<file path="config.mk">
export PLATFORM = sky130hd
export DESIGN_NAME = sbr_burst_reader
export DESIGN_NICKNAME = d
export VERILOG_FILES = /design/src/rtl/sbr_pkg.sv /design/src/rtl/sbr_slot_timer.sv /design/src/rtl/sbr_addr_seq.sv /design/src/rtl/sbr_out_pipe.sv /design/src/rtl/sbr_wait_gen.sv /design/src/rtl/sbr_burst_reader.sv
export SDC_FILE = /design/constraint.sdc
export NUM_CORES = 1
export LEC_CHECK = 0
export BUFFER_PORTS_ARGS = -buffer_cell sky130_fd_sc_hd__buf_2
export CELL_PAD_IN_SITES_DETAIL_PLACEMENT = 0
export CELL_PAD_IN_SITES_GLOBAL_PLACEMENT = 1
export CORE_ASPECT_RATIO = 0.8
export CORE_MARGIN = 8
export CORE_UTILIZATION = 37
export CTS_CLUSTER_DIAMETER = 60
export DETAILED_ROUTE_END_ITERATION = 8
export PLACE_DENSITY = 0.83
export SLEW_MARGIN = 5
export SYNTH_ARGS = -nofsm -noshare
export SYNTH_HDL_FRONTEND = slang
export SYNTH_HIERARCHICAL = 1
export SYNTH_SLANG_ARGS = --single-unit
</file>
<file path="constraint.sdc">
create_clock -name clk -period 2.2 [get_ports clk]
set_input_delay 0.22 -clock clk [delete_from_list [all_inputs] [get_ports clk]]
set_output_delay 0.22 -clock clk [all_outputs]
set_load 0.01 [all_outputs]
</file>
<file path="src/rtl/sbr_pkg.sv">
package sbr_pkg;

  // configuration captured at burst start
  typedef struct packed {
    logic wait_pol;
    logic hold2;
    logic wait_early;
  } sbr_cfg_t;

  // longest slot in clocks
  localparam int unsigned SBR_MAX_HOLD = 2;

  // pipeline depth between array sample and output bus
  localparam int unsigned SBR_PIPE_DEPTH = 2;

endpackage

</file>
<file path="src/rtl/sbr_slot_timer.sv">
module sbr_slot_timer #(
  parameter int unsigned MAX_HOLD = 2
) (
  input  logic clk,
  input  logic rst,
  input  logic run,
  input  logic restart,
  input  logic hold2,
  output logic slot_end
);

  localparam int unsigned CW = (MAX_HOLD > 1) ? $clog2(MAX_HOLD) : 1;

  logic [CW-1:0] cnt;
  logic [CW-1:0] last;

  assign last     = hold2 ? CW'(MAX_HOLD - 1) : '0;
  assign slot_end = run && (cnt == last);

  always_ff @(posedge clk) begin
    if (rst || restart) begin
      cnt <= '0;
    end else if (run) begin
      cnt <= slot_end ? '0 : cnt + 1'b1;
    end
  end

  AST_SHORT_SLOT: assert property (@(posedge clk) disable iff (rst)
    run && !restart && !hold2 |=> !run || slot_end);

endmodule

</file>
<file path="src/rtl/sbr_addr_seq.sv">
module sbr_addr_seq #(
  parameter int unsigned ADDR_W = 16
) (
  input  logic              clk,
  input  logic              rst,
  input  logic              load,
  input  logic [ADDR_W-1:0] load_addr,
  input  logic              step,
  output logic [ADDR_W-1:0] addr
);

  always_ff @(posedge clk) begin
    if (rst) begin
      addr <= '0;
    end else if (load) begin
      addr <= load_addr;
    end else if (step) begin
      addr <= addr + 1'b1;
    end
  end

  AST_LOAD_TAKES: assert property (@(posedge clk) disable iff (rst)
    load |=> addr == $past(load_addr));

endmodule

</file>
<file path="src/rtl/sbr_out_pipe.sv">
module sbr_out_pipe #(
  parameter int unsigned DATA_W = 16,
  parameter int unsigned DEPTH  = 2
) (
  input  logic              clk,
  input  logic              rst,
  input  logic              clear,
  input  logic              advance,
  input  logic              in_vld,
  input  logic [DATA_W-1:0] in_dat,
  output logic              out_vld,
  output logic [DATA_W-1:0] out_dat,
  output logic              next_vld
);

  logic              vld [DEPTH];
  logic [DATA_W-1:0] dat [DEPTH];

  always_ff @(posedge clk) begin
    if (rst || clear) begin
      for (int i = 0; i < DEPTH; i++) begin
        vld[i] <= 1'b0;
        dat[i] <= '0;
      end
    end else if (advance) begin
      vld[0] <= in_vld;
      dat[0] <= in_vld ? in_dat : '0;
      for (int i = 1; i < DEPTH; i++) begin
        vld[i] <= vld[i-1];
        dat[i] <= dat[i-1];
      end
    end
  end

  assign out_vld  = vld[DEPTH-1];
  assign out_dat  = dat[DEPTH-1];
  assign next_vld = vld[DEPTH-2];

  AST_INVALID_ZERO: assert property (@(posedge clk) disable iff (rst)
    !out_vld |-> out_dat == '0);

endmodule

</file>
<file path="src/rtl/sbr_wait_gen.sv">
module sbr_wait_gen (
  input  logic busy,
  input  logic pol,
  input  logic early,
  input  logic out_vld,
  input  logic next_vld,
  output logic wait_o
);

  logic asserted;

  always_comb begin
    if (!busy) begin
      asserted = 1'b0;
    end else if (early) begin
      asserted = !next_vld;
    end else begin
      asserted = !out_vld;
    end
    wait_o = asserted ? pol : ~pol;
  end

endmodule

</file>
<file path="src/rtl/sbr_burst_reader.sv">
module sbr_burst_reader
  import sbr_pkg::*;
#(
  parameter int unsigned ADDR_W = 16,
  parameter int unsigned DATA_W = 16
) (
  input  logic              clk,
  input  logic              rst,
  input  logic              cfg_wait_pol,
  input  logic              cfg_hold2,
  input  logic              cfg_wait_early,
  input  logic              start_i,
  input  logic [ADDR_W-1:0] start_addr_i,
  input  logic              stop_i,
  input  logic              mem_rdy_i,
  input  logic [DATA_W-1:0] mem_data_i,
  output logic [ADDR_W-1:0] mem_addr_o,
  output logic [DATA_W-1:0] dout_o,
  output logic              wait_o
);

  sbr_cfg_t cfg_live;
  sbr_cfg_t cfg_q;
  logic     busy;
  logic     stop_pend;
  logic     slot_end;
  logic     start_acc;
  logic     stop_now;
  logic     finish;
  logic     advance;
  logic     out_vld;
  logic     next_vld;

  assign cfg_live = '{wait_pol: cfg_wait_pol, hold2: cfg_hold2, wait_early: cfg_wait_early};

  assign start_acc = !busy && start_i;
  assign stop_now  = stop_pend || stop_i;
  assign finish    = busy && slot_end && stop_now;
  assign advance   = busy && slot_end && !stop_now;

  // configuration follows inputs while idle, frozen while a burst runs
  always_ff @(posedge clk) begin
    if (rst) begin
      cfg_q <= '0;
    end else if (!busy) begin
      cfg_q <= cfg_live;
    end
  end

  always_ff @(posedge clk) begin
    if (rst) begin
      busy      <= 1'b0;
      stop_pend <= 1'b0;
    end else if (start_acc) begin
      busy      <= 1'b1;
      stop_pend <= 1'b0;
    end else if (finish) begin
      busy      <= 1'b0;
      stop_pend <= 1'b0;
    end else if (busy && stop_i) begin
      stop_pend <= 1'b1;
    end
  end

  sbr_slot_timer #(.MAX_HOLD(SBR_MAX_HOLD)) u_timer (
    .clk      (clk),
    .rst      (rst),
    .run      (busy),
    .restart  (start_acc),
    .hold2    (cfg_q.hold2),
    .slot_end (slot_end)
  );

  sbr_addr_seq #(.ADDR_W(ADDR_W)) u_addr (
    .clk       (clk),
    .rst       (rst),
    .load      (start_acc),
    .load_addr (start_addr_i),
    .step      (advance && mem_rdy_i),
    .addr      (mem_addr_o)
  );

  sbr_out_pipe #(.DATA_W(DATA_W), .DEPTH(SBR_PIPE_DEPTH)) u_pipe (
    .clk      (clk),
    .rst      (rst),
    .clear    (start_acc || finish),
    .advance  (advance),
    .in_vld   (mem_rdy_i),
    .in_dat   (mem_data_i),
    .out_vld  (out_vld),
    .out_dat  (dout_o),
    .next_vld (next_vld)
  );

  sbr_wait_gen u_wait (
    .busy     (busy),
    .pol      (cfg_q.wait_pol),
    .early    (cfg_q.wait_early),
    .out_vld  (out_vld),
    .next_vld (next_vld),
    .wait_o   (wait_o)
  );

  AST_IDLE_ZERO: assert property (@(posedge clk) disable iff (rst)
    !busy |-> dout_o == '0);

  AST_ADDR_STEP: assert property (@(posedge clk) disable iff (rst)
    busy && slot_end && mem_rdy_i && !stop_now |=> mem_addr_o == $past(mem_addr_o) + 1'b1);

  AST_ADDR_HOLD: assert property (@(posedge clk) disable iff (rst)
    busy && slot_end && !mem_rdy_i |=> $stable(mem_addr_o));

  AST_MID_SLOT_STABLE: assert property (@(posedge clk) disable iff (rst)
    busy && !slot_end |=> $stable(dout_o));

  AST_CFG_FROZEN: assert property (@(posedge clk) disable iff (rst)
    busy && !finish |=> $stable(cfg_q));

  AST_STOP_IDLE: assert property (@(posedge clk) disable iff (rst)
    finish |=> !busy && dout_o == '0 && wait_o == !cfg_q.wait_pol);

endmodule

</file>
==> metrics.txt <==
Area contributors post-synth edfxtp_1 (38%), dfxtp_1 (16%), and2_2 (4.4%); initial drt markers between 50 and 60; fmax roughly 480 MHz; Gate Count Post-Synth 234; Crit. End Element flip-flop; Hold WC Path Type in2reg; grt ovf 0; LEAKAGE 1.44 nW; worst-case headroom to the max-slew limit 65.9%; # IOs 73; worst clock skew around 10 ps; Max Cap Violations 0; Final Hold Viols 0; R2R Setup Slk 130 ps; maximum VDD drop about 0.00025 V; Routed Antenna Nets 0; number of flops mapped to enable cells by yosys 34; via count 1,762; vias per inst 4.58; CTS Hold Bufs 0; Util after Layout approximately 44%; chip height 92.6 um; Clock Latency Late Sink ~320 ps; Final Setup Violations 0; Layout area overhead 17.3%; Post-Syn Nets 275; post-layout net count 335; Synth top area share 37.6%; Sum Neg Setup Slack 0 ps; ANT cells 0; DRC violations left 0; die area 10,300 um2; data required time of the worst path 2430 ps; most common cell after layout, fill and taps aside buf_2; Tmin final between 2000 and 2500 ps; post-detail-place hpwl 3.82 mm; DR WL/cell 13.5 um; unrepaired setup endpoints after global routing no; fin crit share a little over nine tenths; CTS Root Cell clkbuf_8; share of layout cells above drive strength 1 40.0%; fillers between 600 and 700; post-CTS setup buffer count 0; Seq/Total Area, Yosys 53.8%; port bufs 72; post-route cell area 3180 um2; largest net degree at the start of global routing 35; most frequent cells in the layout buf_2 (72), edfxtp_1 (34), dfxtp_1 (22); 1st-pass router iterations 4; status finished clean; gr usage total 9.89%; CTS tree built; Placeable Area 7250 um2; Fin Hold WS around 130 ps; Syn Area/Cell 11.6 um2; mapped cell area 2710 um2; Post-DP Area 3080 um2; max-slew violations 0; Worst-path clk slew 110 ps; CTS sink cnt 56; vias in the first global route between 1.5k and 2k; Initial Util 37.4%; Yosys top cell by area edfxtp_1; clock tree buffer depth 2; WS Path Type reg2reg; Tightest Pin Transition 512 ps; H-tree depth 2; critical path arrival 2300 ps; Rows 28; first-pass GRT wire length approximately 8.2 mm; Startpoint Class flip-flop; CP max FO 9; CTS Buf Count 5; final wirelength 5.21 mm; synth warn 6; synthesis-stage register bit count 56; initial antenna violation count 0; die extent in x 112 um; GP Congestion 0.806; power per cell area 658 nW/um2; Distinct cells, synth 34; asr flop ratio synth 0%; ys flop type edfxtp_1
state kept, by name (all words and copies together) (netlist names):
| name | count |
|---|---|
| busy | 1 |
| u_pipe/dat | 32 |
| u_timer/cnt | 1 |
| u_pipe/vld | 2 |
| stop_pend | 1 |
| u_addr/addr | 16 |
| cfg_q | 3 |
synth_stat cells, drive strengths merged (2+ instances only):
| master | n |
|---|---|
| a21oi | 14 |
| and2 | 35 |
| buf | 20 |
| clkbuf | 6 |
| dfxtp | 22 |
| edfxtp | 34 |
| inv | 14 |
| mux2i | 8 |
| nand2 | 7 |
| nand3 | 3 |
| nand3b | 2 |
| nand4 | 6 |
| nor2 | 14 |
| nor3 | 6 |
| nor4 | 6 |
| o21a | 10 |
| or3 | 2 |
| xnor2 | 6 |
| xor2 | 10 |
repair_timing:
action                     4_1_cts  5_1_grt
gates resized for setup          0        2
hold endpoints to repair         0        0
setup endpoints to repair        0        9
routing by layer:
layer	vias up	global-route usage, %	share of wire (%)
met1	811	12.2	47
li1	903	-	-
met4	0	3.41	1.1
met5	-	0	0
met2	42	15.0	45
met3	6	4.55	6.6
path summary, 6_finish.rpt:
path | from | to | depth (start not counted)
setup / recovery | cfg_q[1]$_SDFFE_PP0N_ | u_addr/addr[12]$_SDFFE_PP0P_ | 10
setup reg to reg | cfg_q[1]$_SDFFE_PP0N_ | u_addr/addr[12]$_SDFFE_PP0P_ | 10
hold / removal | cfg_hold2 | cfg_q[1]$_SDFFE_PP0N_ | 3
hold reg to reg | u_pipe/dat[0][11]$_SDFFCE_PN0P_ | u_pipe/dat[0][27]$_SDFFCE_PN0P_ | 1
logic make-up (layout without fill, tap and decap cells):
family                     count (synthesis)  count (layout)  share of synthesized area (%)
buffers and inverters                     40             101                           8.90
muxes                                      8               8                           2.95
adders and majority gates                  1               1                          0.461
AOI/OAI and AO/OA                         28              28                           6.50
and+or+nand+nor                           85              85                           22.2
xor gates and xnor gates                  16              16                           5.16
DFF                                       56              56                           53.8
cell type report:
class | instances | area, um2 | area share, %
Inverter | 14 | 52.6 | 1.65
Clock buffer | 5 | 68.8 | 2.16
Multi-Input combinational cell | 138 | 1020 | 32.1
Tap cell | 90 | 113 | 3.54
Sequential cell | 56 | 1460 | 45.9
Timing Repair Buffer | 79 | 438 | 13.8
Clock inverter | 3 | 28.8 | 0.904
worst max-delay path, cell delays in order, from the launching register on:
cell and delay, ps:
dfxtp_1 380, xnor2_1 120, and2_1 160, nand2_1 100
nor3_2 150, and2_4 190, nand4_4 130, buf_12 180
nor4_2 280, xor2_1 110, o21a_1 170
power by group:
| part | switching [mW] | leakage (nW) | internal (mW) |
|---|---|---|---|
| clock network | 0.378 | 0.0511 | 0.241 |
| logic | 0.131 | 0.833 | 0.115 |
| registers | 0.0448 | 0.554 | 1.18 |
metrics by stage:
step / total power, mW / worst slack (ps) / cells
after CTS: 2.12 / 26.6 / 385
after detailed placement: 1.50 / 52.8 / 377
final: 2.09 / 131 / 385
after global routing: 2.19 / 2.23 / 385
after global placement: 1.50 / 123 / 377
after floorplan: 1.41 / 98.4 / 234
No activity file was read; power rests on OpenSTA's default activity.
